--- config.mk ---
export PLATFORM = sky130hd
export DESIGN_NAME = evwin_seq
export DESIGN_NICKNAME = d
export VERILOG_FILES = /design/src/rtl/evwin_pkg.sv /design/src/rtl/evwin_edge.sv /design/src/rtl/evwin_timer.sv /design/src/rtl/evwin_hitcnt.sv /design/src/rtl/evwin_seq.sv
export SDC_FILE = /design/constraint.sdc
export NUM_CORES = 1
export LEC_CHECK = 0
export BUFFER_PORTS_ARGS = -buffer_cell sky130_fd_sc_hd__buf_2
export CAP_MARGIN = 20
export CORE_MARGIN = 2
export CORE_UTILIZATION = 55
export DETAILED_ROUTE_END_ITERATION = 8
export PLACE_DENSITY = 0.76
export RECOVER_POWER = 25
export SKIP_LAST_GASP = 1
export SYNTH_ARGS = -nofsm -noshare
export SYNTH_HDL_FRONTEND = slang
export SYNTH_SLANG_ARGS = --single-unit
--- constraint.sdc ---
create_clock -name clk -period 26.8 [get_ports clk]
set_input_delay 2.68 -clock clk [delete_from_list [all_inputs] [get_ports clk]]
set_output_delay 2.68 -clock clk [all_outputs]
set_load 0.1 [all_outputs]
--- src/rtl/evwin_pkg.sv ---
package evwin_pkg;

   typedef enum logic [2:0] {
      EV_IDLE = 3'd0,
      EV_ACQ  = 3'd1,
      EV_EXT  = 3'd2,
      EV_DEAD = 3'd3,
      EV_HOLD = 3'd4
   } ev_state_e;

   function automatic int imax3(input int a, input int b, input int c);
      int m;
      m = (a > b) ? a : b;
      return (m > c) ? m : c;
   endfunction

endpackage

--- src/rtl/evwin_edge.sv ---
module evwin_edge #(
   parameter int STAGES = 2
) (
   input  logic clk,
   input  logic rst_n,
   input  logic en,
   input  logic din,
   output logic rise
);

   logic [STAGES-1:0] chain;
   logic              last;

   if (STAGES < 2) begin : g_bad_stages
      $error("evwin_edge: STAGES must be at least 2");
   end

   always_ff @(posedge clk or negedge rst_n) begin
      if (!rst_n) begin
         chain <= '0;
         last  <= 1'b0;
         rise  <= 1'b0;
      end else begin
         chain <= {chain[STAGES-2:0], din};
         if (en) begin
            last <= chain[STAGES-1];
            rise <= chain[STAGES-1] & ~last;
         end else begin
            rise <= 1'b0;
         end
      end
   end

endmodule

--- src/rtl/evwin_timer.sv ---
module evwin_timer #(
   parameter int W = 8
) (
   input  logic         clk,
   input  logic         rst_n,
   input  logic         load,
   input  logic [W-1:0] val,
   output logic [W-1:0] cnt,
   output logic         last
);

   if (W < 2) begin : g_bad_w
      $error("evwin_timer: W must be at least 2");
   end

   always_ff @(posedge clk or negedge rst_n) begin
      if (!rst_n) begin
         cnt <= '0;
      end else if (load) begin
         cnt <= val;
      end else if (cnt != '0) begin
         cnt <= cnt - 1'b1;
      end
   end

   assign last = (cnt == W'(1));

   // an expired timer that is not reloaded stays expired
   assert_tmr_rest_R3: assert property (@(posedge clk) disable iff (!rst_n)
      (!load && cnt == '0) |=> (cnt == '0));

endmodule

--- src/rtl/evwin_hitcnt.sv ---
module evwin_hitcnt #(
   parameter int N_CH  = 8,
   parameter int HIT_W = 5
) (
   input  logic             clk,
   input  logic             rst_n,
   input  logic             clr,
   input  logic             en,
   input  logic [N_CH-1:0]  edges,
   input  logic [HIT_W-1:0] cap,
   output logic [N_CH-1:0]  acc,
   output logic [HIT_W-1:0] cnt,
   output logic [HIT_W-1:0] cnt_nxt
);

   logic [HIT_W-1:0] run;

   if (N_CH < 1) begin : g_bad_ch
      $error("evwin_hitcnt: N_CH must be at least 1");
   end

   always_comb begin
      run = cnt;
      acc = '0;
      for (int i = 0; i < N_CH; i++) begin
         if (en && edges[i] && (run < cap)) begin
            acc[i] = 1'b1;
            run    = run + 1'b1;
         end
      end
      cnt_nxt = run;
   end

   always_ff @(posedge clk or negedge rst_n) begin
      if (!rst_n) begin
         cnt <= '0;
      end else if (clr) begin
         cnt <= '0;
      end else begin
         cnt <= cnt_nxt;
      end
   end

   // once the cap is reached the count does not move until cleared
   assert_hit_sat_R6: assert property (@(posedge clk) disable iff (!rst_n)
      (cnt == cap && !clr) |=> (cnt == $past(cnt)));

endmodule

--- src/rtl/evwin_seq.sv ---
module evwin_seq
   import evwin_pkg::*;
#(
   parameter int TO_W         = 8,
   parameter int MPI_W        = 4,
   parameter int HIT_W        = 5,
   parameter int N_CH         = 8,
   parameter int DEAD_BASE    = 36,
   parameter int DEAD_PER_HIT = 2,
   parameter int SYNC_STAGES  = 2,
   parameter int CLR_DIV      = 2
) (
   input  logic             clk,
   input  logic             rst_n,
   input  logic [TO_W-1:0]  cfg_limit_i,
   input  logic [MPI_W-1:0] cfg_ext_i,
   input  logic [HIT_W-1:0] cfg_hit_cap_i,
   input  logic             cfg_buffered_i,
   input  logic             start_i,
   input  logic             stop_i,
   input  logic             clear_i,
   input  logic [N_CH-1:0]  hit_i,
   input  logic             rd_done_i,
   input  logic             stat_rd_i,
   output logic             busy_o,
   output logic             stat_ack_o,
   output logic [N_CH-1:0]  hit_acc_o,
   output logic [HIT_W-1:0] hit_cnt_o,
   output logic [2:0]       state_o
);

   localparam int DEAD_MAX = DEAD_BASE + DEAD_PER_HIT * ((1 << HIT_W) - 1);
   localparam int DEAD_W   = $clog2(DEAD_MAX + 1);
   localparam int TMR_W    = imax3(TO_W, MPI_W, DEAD_W);
   localparam int PH_W     = (CLR_DIV > 1) ? $clog2(CLR_DIV) : 1;

   if (TO_W < 1 || MPI_W < 1 || HIT_W < 1) begin : g_bad_width
      $error("evwin_seq: field widths must be positive");
   end
   if (DEAD_BASE < 1 || DEAD_PER_HIT < 0) begin : g_bad_dead
      $error("evwin_seq: dead time base must be positive");
   end
   if (CLR_DIV < 1) begin : g_bad_div
      $error("evwin_seq: CLR_DIV must be at least 1");
   end

   // clear resampling strobe
   logic clr_strobe;
   if (CLR_DIV > 1) begin : g_clr_div
      logic [PH_W-1:0] ph;
      always_ff @(posedge clk or negedge rst_n) begin
         if (!rst_n) begin
            ph <= '0;
         end else if (ph == PH_W'(CLR_DIV - 1)) begin
            ph <= '0;
         end else begin
            ph <= ph + 1'b1;
         end
      end
      assign clr_strobe = (ph == PH_W'(CLR_DIV - 1));
   end else begin : g_clr_full
      assign clr_strobe = 1'b1;
   end

   // input conditioning
   logic start_r, stop_r, clr_r, rd_r;
   logic [N_CH-1:0] hit_r;

   evwin_edge #(.STAGES(SYNC_STAGES)) u_start (
      .clk(clk), .rst_n(rst_n), .en(1'b1), .din(start_i), .rise(start_r));
   evwin_edge #(.STAGES(SYNC_STAGES)) u_stop (
      .clk(clk), .rst_n(rst_n), .en(1'b1), .din(stop_i), .rise(stop_r));
   evwin_edge #(.STAGES(SYNC_STAGES)) u_clear (
      .clk(clk), .rst_n(rst_n), .en(clr_strobe), .din(clear_i), .rise(clr_r));
   evwin_edge #(.STAGES(SYNC_STAGES)) u_rd (
      .clk(clk), .rst_n(rst_n), .en(1'b1), .din(rd_done_i), .rise(rd_r));

   for (genvar g = 0; g < N_CH; g++) begin : g_hit
      evwin_edge #(.STAGES(SYNC_STAGES)) u_hit (
         .clk(clk), .rst_n(rst_n), .en(1'b1), .din(hit_i[g]), .rise(hit_r[g]));
   end

   // sequencer state
   ev_state_e        state, nxt;
   logic             tmr_load;
   logic [TMR_W-1:0] tmr_val, tmr_cnt;
   logic             tmr_last;
   logic             acquiring;
   logic             hit_clr;
   logic [HIT_W-1:0] hit_cnt, hit_nxt;
   logic [TMR_W-1:0] lim_val, ext_val, dead_val;

   assign acquiring = (state == EV_ACQ) || (state == EV_EXT);
   assign hit_clr   = (state == EV_IDLE) && start_r;

   assign lim_val  = (cfg_limit_i == '0) ? TMR_W'(1) : TMR_W'(cfg_limit_i);
   assign ext_val  = TMR_W'(cfg_ext_i);
   assign dead_val = TMR_W'(DEAD_BASE) + TMR_W'(DEAD_PER_HIT) * TMR_W'(hit_nxt);

   always_comb begin
      nxt      = state;
      tmr_load = 1'b0;
      tmr_val  = '0;
      unique case (state)
         EV_IDLE: begin
            if (start_r) begin
               nxt      = EV_ACQ;
               tmr_load = 1'b1;
               tmr_val  = lim_val;
            end
         end
         EV_ACQ: begin
            if (clr_r) begin
               nxt = EV_IDLE;
            end else if (tmr_last || stop_r) begin
               tmr_load = 1'b1;
               if (cfg_ext_i != '0) begin
                  nxt     = EV_EXT;
                  tmr_val = ext_val;
               end else begin
                  nxt     = EV_DEAD;
                  tmr_val = dead_val;
               end
            end
         end
         EV_EXT: begin
            if (clr_r) begin
               nxt = EV_IDLE;
            end else if (tmr_last) begin
               nxt      = EV_DEAD;
               tmr_load = 1'b1;
               tmr_val  = dead_val;
            end
         end
         EV_DEAD: begin
            if (tmr_last) begin
               nxt = cfg_buffered_i ? EV_IDLE : EV_HOLD;
            end
         end
         EV_HOLD: begin
            if (rd_r) begin
               nxt = EV_IDLE;
            end
         end
         default: nxt = EV_IDLE;
      endcase
   end

   always_ff @(posedge clk or negedge rst_n) begin
      if (!rst_n) begin
         state <= EV_IDLE;
      end else begin
         state <= nxt;
      end
   end

   evwin_timer #(.W(TMR_W)) u_tmr (
      .clk(clk), .rst_n(rst_n), .load(tmr_load), .val(tmr_val),
      .cnt(tmr_cnt), .last(tmr_last));

   evwin_hitcnt #(.N_CH(N_CH), .HIT_W(HIT_W)) u_hits (
      .clk(clk), .rst_n(rst_n), .clr(hit_clr), .en(acquiring),
      .edges(hit_r), .cap(cfg_hit_cap_i), .acc(hit_acc_o),
      .cnt(hit_cnt), .cnt_nxt(hit_nxt));

   assign busy_o     = (state == EV_DEAD) || (state == EV_HOLD);
   assign stat_ack_o = stat_rd_i & busy_o;
   assign hit_cnt_o  = hit_cnt;
   assign state_o    = state;

   // a qualified clear inside a window aborts straight to idle
   assert_clear_abort_R9: assert property (@(posedge clk) disable iff (!rst_n)
      (((state == EV_ACQ) || (state == EV_EXT)) && clr_r) |=> (state == EV_IDLE));

   // dead period length matches the recorded hit count on entry
   assert_dead_len_R7: assert property (@(posedge clk) disable iff (!rst_n)
      (state == EV_DEAD && $past(state) != EV_DEAD) |->
      (int'(tmr_cnt) == DEAD_BASE + DEAD_PER_HIT * int'(hit_cnt)));

   // a start edge while busy never opens a window
   assert_busy_start_R8: assert property (@(posedge clk) disable iff (!rst_n)
      (busy_o && start_r) |=> (state != EV_ACQ));

   // the readout wait is left only on a readout edge
   assert_hold_wait_R10: assert property (@(posedge clk) disable iff (!rst_n)
      (state == EV_HOLD && !rd_r) |=> (state == EV_HOLD));

   // no hit is recorded outside the windows
   assert_hit_window_R6: assert property (@(posedge clk) disable iff (!rst_n)
      (hit_acc_o != '0) |-> ((state == EV_ACQ) || (state == EV_EXT)));

endmodule

==> summary.md, run 1 <==
| Metric | Value |
|---|---|
| Final Max Slew Viols | `0` |
| Initial Util | `0.557` |
| Drt wl/cell | `16.1 µm` |
| RSZ-0062 raised after global routing | `false` |
| Largest net degree at the start of global routing | `66` |
| Post-synth top area share | `0.361` |
| Post-synth ARST share | `1.00` |
| Row cnt | `33` |
| Final min period | `22.66 ns` |
| Gr usage total | `0.236` |
| Fill count | `673` |
| Final Hold Fails | `0` |
| Yosys Warn Count | `0` |
| Die H | `94.6 µm` |
| Status | `complete, no violations` |
| Placer Congestion | `0.915` |
| Quantity of I/O buffers inserted on ports | `50` |
| Layout Skew | `0.00783 ns` |
| IO Pins | `51` |
| Final period utilization | `0.845` |
| MaxCap Viol Count | `0` |
| Max H-tree Level | `3` |
| Root buf cell | `clkbuf_8` |
| Residual antenna-violating net count after detailed routing | `0` |
| PostCTS Resize Cnt | `0` |
| Vias in the first global route | `3472` |
| Antenna cells | `0` |
| Worst-path clk slew | `0.06 ns` |
| CP Launch Type | `input port` |
| Clk_lat worst skew | `0.33 ns` |
| Crit path kind | `input port to output port` |
| Fmax | `44.1 MHz` |
| WP data arrival | `19.98 ns` |
| Sequential cell area fraction in the yosys report | `0.361` |
| Synth area leaders | `dfrtp_1 36%, ha_1 12%, xnor2_1 3.1%` |
| Yosys reg bits | `65` |
| Cell taking the most area after synthesis | `dfrtp_1` |
| Post-layout util | `0.625` |
| Post-synth EDFFs | `0` |
| Crit-path max cell delay | `0.74 ns` |
| Synth cell types | `71` |
| Pre-Repair DR Iteration Count | `4` |
| Routed vias/inst | `5.95` |
| Clk sinks | `65` |
| Final Net Count | `592` |
| Primary FF master, synth | `dfrtp_1` |
| Hold Path Class | `flop to flop` |
| Number of buffers inserted by hold repair at cts | `0` |
| Final worst slack | `4.14 ns` |
| Global-route wire length before repair | `16500 µm` |
| Post-Syn Area | `4510 µm²` |
| CP required | `24.12 ns` |
| Relative slew margins | `0.398` |
| Die Wd | `94.6 µm` |
| Detail Placement HPWL | `7680 µm` |
| CTS max path bufs | `2` |
| Remaining DRCs | `0` |
| CP dominant cell by count | `ha_1` |
| TNS Setup | `0 ns` |
| Final setup fails | `0` |
| WL final | `10000 µm` |
| Antenna violations before repair | `0` |
| Critical-path top delay cell | `nor4b_1` |
| Reg2Reg Depth | `66` |
| Post CTS Setup Buffer Count | `0` |
| Share of cells above drive strength 1 | `0.187` |
| Syn Inst Count | `464` |
| CP max FO | `13` |
| CTS buffer count | `9` |
| Initial DRC count | `171` |
| Least-Margin Pin Slew | `0.891 ns` |
| Hold Path Stages | `0` |
| DIE AREA | `8940 µm²` |
| GRT overflow | `0` |
| Total number of vias | `3717` |
| Core area | `8090 µm²` |
| CTS tree | `built` |
| Critical Path End Type | `output port` |
| Post-place setup slack | `4.29 ns` |
| Syn Nets | `540` |
| Syn avg cell area | `9.72 µm²` |
| Area grow syn2layout | `12.1%` |
stage by stage:
stage          cell area (µm²)  hold slack (ns)  cells
5_1_grt                   5060            0.353    625
6_report                  5060            0.348    625
3_5_place_dp              4860            0.335    610
2_1_floorplan             4510            0.331    464
3_3_place_gp              4860            0.332    610
4_1_cts                   5060            0.349    625
cells in the mapped netlist, types with 3 or more instances:
master	instances
a21o_1	5
a21oi_1	23
a221o_1	3
a31oi_1	7
and2_1	12
and3_1	6
clkbuf_1	8
dfrtp_1	65
ha_1	43
inv_1	28
mux2_2	3
mux2i_1	6
nand2_1	36
nand2b_1	6
nand3_1	19
nand4_1	13
nor2_1	23
nor2b_1	19
nor3_1	9
nor3b_1	3
nor4_1	4
nor4b_1	4
o2111ai_1	4
o211ai_1	3
o21a_1	5
o21ai_0	20
o21ai_1	5
o31ai_1	3
xnor2_1	16
xnor2_2	4
xor2_1	5
xor2_2	4
worst max-delay path: cells and delay by family:
family,cells,cell delay (ns)
buffers and inverters,5,1.06
AND/OR/NAND/NOR,22,5.51
adder cells (fa/ha/maj),8,2.63
multiplexers,1,0.13
AO/OA/AOI/OAI,22,5.40
XOR/XNOR,7,2.54
flip-flops by register name, indices dropped and copies added (netlist names), 3 cells and up:
signal	flops
g_hit.u_hit.chain	16
g_hit.u_hit.last	8
g_hit.u_hit.rise	8
u_tmr.cnt	8
u_hits.cnt	5
state_o	3
path summary, 6_finish.rpt:
check	from	endpoint	slack, ns
setup / recovery	cfg_hit_cap_i[2]	hit_acc_o[7]	4.14
hold / removal	u_rd.chain[0]$_DFF_PN0_	u_rd.chain[1]$_DFF_PN0_	0.35
setup reg to reg	state_o[0]$_DFFE_PN0P_	u_tmr.cnt[4]$_DFFE_PN0P_	8.46
hold reg to reg	u_rd.chain[0]$_DFF_PN0_	u_rd.chain[1]$_DFF_PN0_	0.35
max in group asynchronous	rst_n	g_hit[1].u_hit.chain[0]$_DFF_PN0_	23.78
min in group asynchronous	rst_n	u_tmr.cnt[5]$_DFFE_PN0P_	2.50
cell type report:
class,count,area (µm²),share of cell area
clock buffer,12,155,0.0307
tap,105,131,0.0260
sequential,65,1630,0.322
multi-input combinational,359,2730,0.540
inverter,29,109,0.0215
clock inverter,3,40.0,0.00792
timing repair buffer,52,265,0.0525
kinds of logic after synthesis:
logic type / count (synthesis) / synth area share
flops: 65 / 0.361
mux: 9 / 0.0208
fa+ha+maj: 43 / 0.119
simple gates: 170 / 0.207
compound gates: 106 / 0.178
buf+inv: 40 / 0.0352
xor+xnor: 31 / 0.0799
cells in the final DEF (no fill, tap or decap), types with 13 or more instances in the layout:
cell type,instances
a21oi_1,22
buf_2,50
dfrtp_1,65
ha_1,43
inv_1,28
nand2_1,36
nand3_1,19
nand4_1,13
nor2_1,23
nor2b_1,19
o21ai_0,20
xnor2_1,16
routing by layer:
layer  vias to the layer above  wire (µm)  GRT usage  part of all wire
li1                       1808          -          -                 -
met1                      1765       4470      0.309              0.44
met2                       120       4850      0.392              0.48
met3                        24        439     0.0343             0.044
met4                         0        283      0.106             0.028
met5                         -          0          0                 0
Power of run 1 is not shown: default switching activity piles up to over one toggle a cycle in this logic, so the estimate is an artifact.
==> run 2, diff against run 1 <==
Settings changed: ABC_AREA from default to 1.
Clock period 26.8 ns to 23.5 ns, I/O delays scaled along.
==> run 2 against run 1 <==
Synthesized cell count up 21%. Sequential share of layout area is 1.3 points higher. Non-clock buffer count decreased by 1. Clock skew up 0.0035 ns. Worst hold slack worse by 0.0058 ns. Via count increased by 2.6%. Largest cell class unchanged. Highest routed layer unchanged.
==> summary.md, run 2 <==
| Metric | Value |
|---|---|
| Antenna cells | `0` |
| Number of buffers inserted by hold repair at cts | `0` |
| FF-to-FF Start | `u_hits.cnt[4]$_DFF_PN0_` |
| Post-synth EDFFs | `0` |
| Core area | `7650 µm²` |
| Post-synth top cells | `134 x nand2_1, 89 x inv_1, 65 x dfrtp_1` |
| WP data arrival | `14.91 ns` |
| Critical Path End Type | `output port` |
| MaxCap Viol Count | `0` |
| Detail Placement HPWL | `7090 µm` |
| Reg2reg end | `u_tmr.cnt[4]$_DFFE_PN0P_` |
| Global-route wire length before repair | `15900 µm` |
| Sequential cell area fraction in the yosys report | `0.377` |
| Syn Nets | `638` |
| Quantity of I/O buffers inserted on ports | `50` |
| Multi-input gate area | `2300 µm²` |
| Post-Syn Area | `4310 µm²` |
| Residual antenna-violating net count after detailed routing | `0` |
| Worst-path clk slew | `0.07 ns` |
| Pre-Repair DR Iteration Count | `5` |
| Placer Congestion | `0.986` |
| Largest register FFs | `16` |
| Antenna violations before repair | `0` |
| Clk_lat worst skew | `0.34 ns` |
| Primary FF master, synth | `dfrtp_1` |
| TNS Setup | `0 ns` |
| Syn avg cell area | `7.67 µm²` |
| Fmax | `57.9 MHz` |
| CP required | `21.15 ns` |
| Commonest cells after routing, fill and taps aside | `134 x nand2_1, 89 x inv_1, 65 x dfrtp_1, 50 x buf_2, 45 x nor2_1` |
| Post CTS Setup Buffer Count | `0` |
| Area grow syn2layout | `12.7%` |
| Worst hold slack | `0.342 ns` |
| Placed Area | `4690 µm²` |
| Post-layout util | `0.635` |
| Post-synth top area share | `0.377` |
| CP max FO | `8` |
| Final min period | `17.26 ns` |
| Synth cell types | `39` |
| Hold Path Stages | `0` |
| Die H | `92.5 µm` |
| Final Net Count | `698` |
| Hold Startpoint | `g_hit[2].u_hit.chain[0]$_DFF_PN0_` |
| Layout Skew | `0.0113 ns` |
| PostCTS Resize Cnt | `0` |
| Total number of vias | `3813` |
| Vias in the first global route | `3670` |
| Die Wd | `92.5 µm` |
| IO Pins | `51` |
| Reg2Reg Depth | `84` |
| Clk sinks | `65` |
| Gr usage total | `0.230` |
| GRT busiest layer | `met2` |
| Post-synth ARST share | `1.00` |
| Final Hold Fails | `0` |
| FF-to-FF setup slack | `10.64 ns` |
| Design area | `4860 µm²` |
| Yosys reg bits | `65` |
| Hold Path End | `g_hit[2].u_hit.chain[1]$_DFF_PN0_` |
| Relative slew margins | `0.404` |
| Count leader, synth | `nand2_1` |
| Max H-tree Level | `3` |
| RSZ-0062 raised after global routing | `false` |
| DIE AREA | `8560 µm²` |
| Met3 usage | `0.0293` |
| Share of cells above drive strength 1 | `0.179` |
| WL final | `9140 µm` |
| Final setup fails | `0` |
| Largest net degree at the start of global routing | `66` |
| Cell taking the most area after synthesis | `dfrtp_1` |
| CTS tree | `built` |
| Initial Util | `0.564` |
| Final Max Slew Viols | `0` |
| Most common cell after layout, fill and taps aside | `nand2_1` |
| Fill count | `686` |
| Yosys Warn Count | `0` |
| Final period utilization | `0.735` |
| Remaining DRCs | `0` |
| GRT overflow | `0` |
| Least-Margin Pin Slew | `0.891 ns` |
| Crit-path max cell delay | `0.46 ns` |
| Routed vias/inst | `5.23` |
| Synth area leaders | `dfrtp_1 38%, ha_1 12%, nand2_1 12%` |
| Crit path kind | `input port to output port` |
| Critical-path top delay cell | `buf_2` |
| Hold Path Class | `flop to flop` |
| CP Launch Type | `input port` |
| Row cnt | `32` |
| CTS max path bufs | `2` |
| CTS buffer count | `9` |
| Syn Inst Count | `562` |
| Status | `complete, no violations` |
| Root buf cell | `clkbuf_8` |
| GR Util met1 | `0.320` |
| Initial DRC count | `202` |
| GR met2 Demand/Resource | `0.376` |
| Sequential Area | `1630 µm²` |
| Drt wl/cell | `12.5 µm` |
| Largest Register | `g_hit.u_hit.chain` |
run 2: cell count changes after synthesis, sizes merged, moves of 13 or more:
cell | before | now
nor2 | 23 | 47
nor2b | 19 | 0
inv | 29 | 97
nand2 | 37 | 160
nand3 | 19 | 47
o21ai | 25 | 8
and2 | 13 | 0
xnor2 | 20 | 5
run 2: routing by layer:
layer / up-vias / share of wire
met5: - / 0
met4: 0 / 0.015
met3: 14 / 0.044
met2: 75 / 0.46
met1: 1797 / 0.48
li1: 1927 / -
run 2: how the worst max path moves through the flow:
stage,start,endpoint,depth (start not counted),slack [ns]
floorplan,cfg_hit_cap_i[4],hit_acc_o[7],79,3.52
global placement,cfg_hit_cap_i[4],hit_acc_o[7],82,6.86
detailed placement,cfg_hit_cap_i[4],hit_acc_o[7],82,6.36
CTS,cfg_hit_cap_i[4],hit_acc_o[7],82,6.32
global route,cfg_hit_cap_i[4],hit_acc_o[7],82,5.01
finish,cfg_hit_cap_i[4],hit_acc_o[7],82,6.24
run 2: layout make-up:
class / instances / area share
inverters: 100 / 0.0773
flip-flops and latches: 65 / 0.335
clock inverters: 6 / 0.00902
well taps: 102 / 0.0263
clock buffers: 10 / 0.0263
repair buffers: 51 / 0.0531
multi-input cells: 395 / 0.473
run 2: cells by family (layout without fill, tap and decap cells):
group | after synthesis | in the layout | share of synthesized area
AND/OR/NAND/NOR | 282 | 282 | 0.297
buffers and inverters | 102 | 167 | 0.0897
flip-flops | 65 | 65 | 0.377
AO/OA/AOI/OAI | 53 | 53 | 0.0766
adder cells (fa/ha/maj) | 43 | 43 | 0.125
XOR/XNOR | 17 | 17 | 0.0345
run 2: critical path, delay by kind of cell:
family,cells,cell delay [ns]
AO/OA/AOI/OAI,14,2.82
XOR/XNOR,7,1.68
adder cells (fa/ha/maj),8,2.38
buffers and inverters,20,2.11
AND/OR/NAND/NOR,33,3.54
run 2: per-stage QoR:
step,std cells,setup WS (ns)
finish,729,6.24
floorplan,562,3.52
global placement,713,6.86
detailed placement,713,6.36
CTS,729,6.32
global route,729,5.01
Power of run 2 is left out for the same reason.
==> run 3, diff against run 2 <==
Settings changed: ABC_AREA 1 to 0.
Clock period 23.5 ns to 18.1 ns, I/O delays scaled along.
==> run 3 against run 2 <==
First-iteration DRC count shrank 0.50%. Die area increased by 4.4%. Non-clock buffer count up 22. Final cell count down 11%. Global-route usage is 0.91 points higher. Cell area up 16%. Core utilization increased by 5.9 points. Sequential cell count did not move. Critical path depth fell by 14. Count of clock-buffer cells in the layout is the same. Via count is 1.5% lower. Clock skew shrank 0.0038 ns. Critical endpoint unchanged. Largest cell class unchanged.
==> summary.md, run 3 (synthesis results as in run 1) <==
| Metric | Value |
|---|---|
| Antenna violations before repair | `0` |
| Placer Congestion | `0.972` |
| Total number of vias | `3754` |
| Least-Margin Pin Slew | `0.748 ns` |
| Most common cell after layout, fill and taps aside | `dfrtp_1` |
| Antenna cells | `0` |
| FF-to-FF Start | `state_o[0]$_DFFE_PN0P_` |
| Largest register FFs | `16` |
| Relative slew margins | `0.502` |
| Final Max Slew Viols | `0` |
| Clk_lat worst skew | `0.34 ns` |
| Final min period | `17.27 ns` |
| Final Net Count | `613` |
| Multi-input gate area | `3060 µm²` |
| Remaining DRCs | `0` |
| Initial DRC count | `201` |
| CP max FO | `7` |
| FF-to-FF setup slack | `2.79 ns` |
| Number of buffers inserted by hold repair at cts | `0` |
| Largest net degree at the start of global routing | `66` |
| CTS tree | `built` |
| Crit path kind | `input port to output port` |
| MaxCap Viol Count | `0` |
| Clk sinks | `65` |
| Reg2reg end | `u_tmr.cnt[3]$_DFFE_PN0P_` |
| Routed vias/inst | `5.80` |
| Die Wd | `94.6 µm` |
| Critical-path top delay cell | `a2111oi_4` |
| DIE AREA | `8940 µm²` |
| Fill count | `650` |
| Worst setup startpoint | `cfg_hit_cap_i[4]` |
| Detail Placement HPWL | `7950 µm` |
| Status | `complete, no violations` |
| Root buf cell | `clkbuf_8` |
| CTS buffer count | `9` |
| Reg2Reg Depth | `70` |
| Final setup fails | `0` |
| Final period utilization | `0.954` |
| Quantity of I/O buffers inserted on ports | `50` |
| Max H-tree Level | `3` |
| Commonest cells after routing, fill and taps aside | `65 x dfrtp_1, 49 x buf_2, 37 x ha_1, 35 x nand2_1` |
| Largest Register | `g_hit.u_hit.chain` |
| Sequential Area | `1630 µm²` |
| Area grow syn2layout | `24.6%` |
| IO Pins | `51` |
| Drt wl/cell | `15.6 µm` |
| Layout Skew | `0.00752 ns` |
| CP Launch Type | `input port` |
| Row cnt | `33` |
| Final Hold Fails | `0` |
| Vias in the first global route | `3514` |
| WL final | `10100 µm` |
| CP dominant cell by count | `ha_1` |
| Hold Path Class | `flop to flop` |
| Global-route wire length before repair | `16600 µm` |
| Initial Util | `0.557` |
| WP data arrival | `15.46 ns` |
| Fmax | `57.9 MHz` |
| Die H | `94.6 µm` |
| Post-layout util | `0.694` |
| Crit-path max cell delay | `0.41 ns` |
| Share of cells above drive strength 1 | `0.295` |
| Gr usage total | `0.239` |
| Worst-path clk slew | `0.07 ns` |
| CTS max path bufs | `2` |
| GRT overflow | `0` |
| Critical Path End Type | `output port` |
| Worst setup path endpoint | `hit_acc_o[7]` |
| Residual antenna-violating net count after detailed routing | `0` |
| Core area | `8090 µm²` |
| Pre-Repair DR Iteration Count | `5` |
| CP required | `16.29 ns` |
run 3: how the worst min path moves through the flow:
stage,cells after the start,start,to,slack [ns]
2_1_floorplan,0,g_hit[0].u_hit.chain[0]$_DFF_PN0_,g_hit[0].u_hit.chain[1]$_DFF_PN0_,0.33
3_3_place_gp,0,u_start.chain[0]$_DFF_PN0_,u_start.chain[1]$_DFF_PN0_,0.33
3_5_place_dp,0,g_hit[5].u_hit.chain[0]$_DFF_PN0_,g_hit[5].u_hit.chain[1]$_DFF_PN0_,0.34
4_1_cts,0,g_hit[5].u_hit.chain[0]$_DFF_PN0_,g_hit[5].u_hit.chain[1]$_DFF_PN0_,0.35
5_1_grt,0,u_clear.chain[0]$_DFF_PN0_,u_clear.chain[1]$_DFF_PN0_,0.36
6_report,0,g_hit[5].u_hit.chain[0]$_DFF_PN0_,g_hit[5].u_hit.chain[1]$_DFF_PN0_,0.35
run 3: metal layers:
layer	vias to the layer above	routed length, µm	track usage
met4	0	211	0.110
met1	1809	4450	0.314
met2	88	5030	0.394
met5	-	0	0
li1	1842	-	-
met3	15	383	0.0351
run 3: repair_timing:
| item | 4_1_cts | 5_1_grt |
|---|---|---|
| setup buffers | 0 | 3 |
| resized for setup | 0 | 11 |
| hold endpoints to repair | 0 | 0 |
| endpoints found under the setup margin | 0 | 2 |
run 3: worst max-delay path, delay by kind of cell:
family	cells	cell delay, ns
AO/OA/AOI/OAI	18	3.74
AND/OR/NAND/NOR	28	5.06
XOR/XNOR	7	1.50
adder cells (fa/ha/maj)	8	2.40
multiplexers	1	0.12
buffers and inverters	6	0.79
run 3: final cells by class:
type,instances,area share
Sequential cell,65,0.289
Tap cell,105,0.0234
Timing Repair Buffer,73,0.0779
Inverter,29,0.0243
Clock inverter,6,0.0163
Clock buffer,10,0.0245
Multi-Input combinational cell,359,0.544
run 3: metrics by stage:
step / worst slack (ns) / TNS [ns] / hold slack [ns] / instances / area [µm²]
2_1_floorplan: -2.27 / -14.87 / 0.331 / 464 / 4840
4_1_cts: 0.0296 / 0 / 0.353 / 644 / 5530
3_3_place_gp: 0.334 / 0 / 0.333 / 628 / 5300
5_1_grt: -0.0378 / -0.0378 / 0.358 / 647 / 5620
3_5_place_dp: 0.0875 / 0 / 0.336 / 628 / 5300
6_report: 0.828 / 0 / 0.349 / 647 / 5620
Power of run 3 is left out for the same reason.
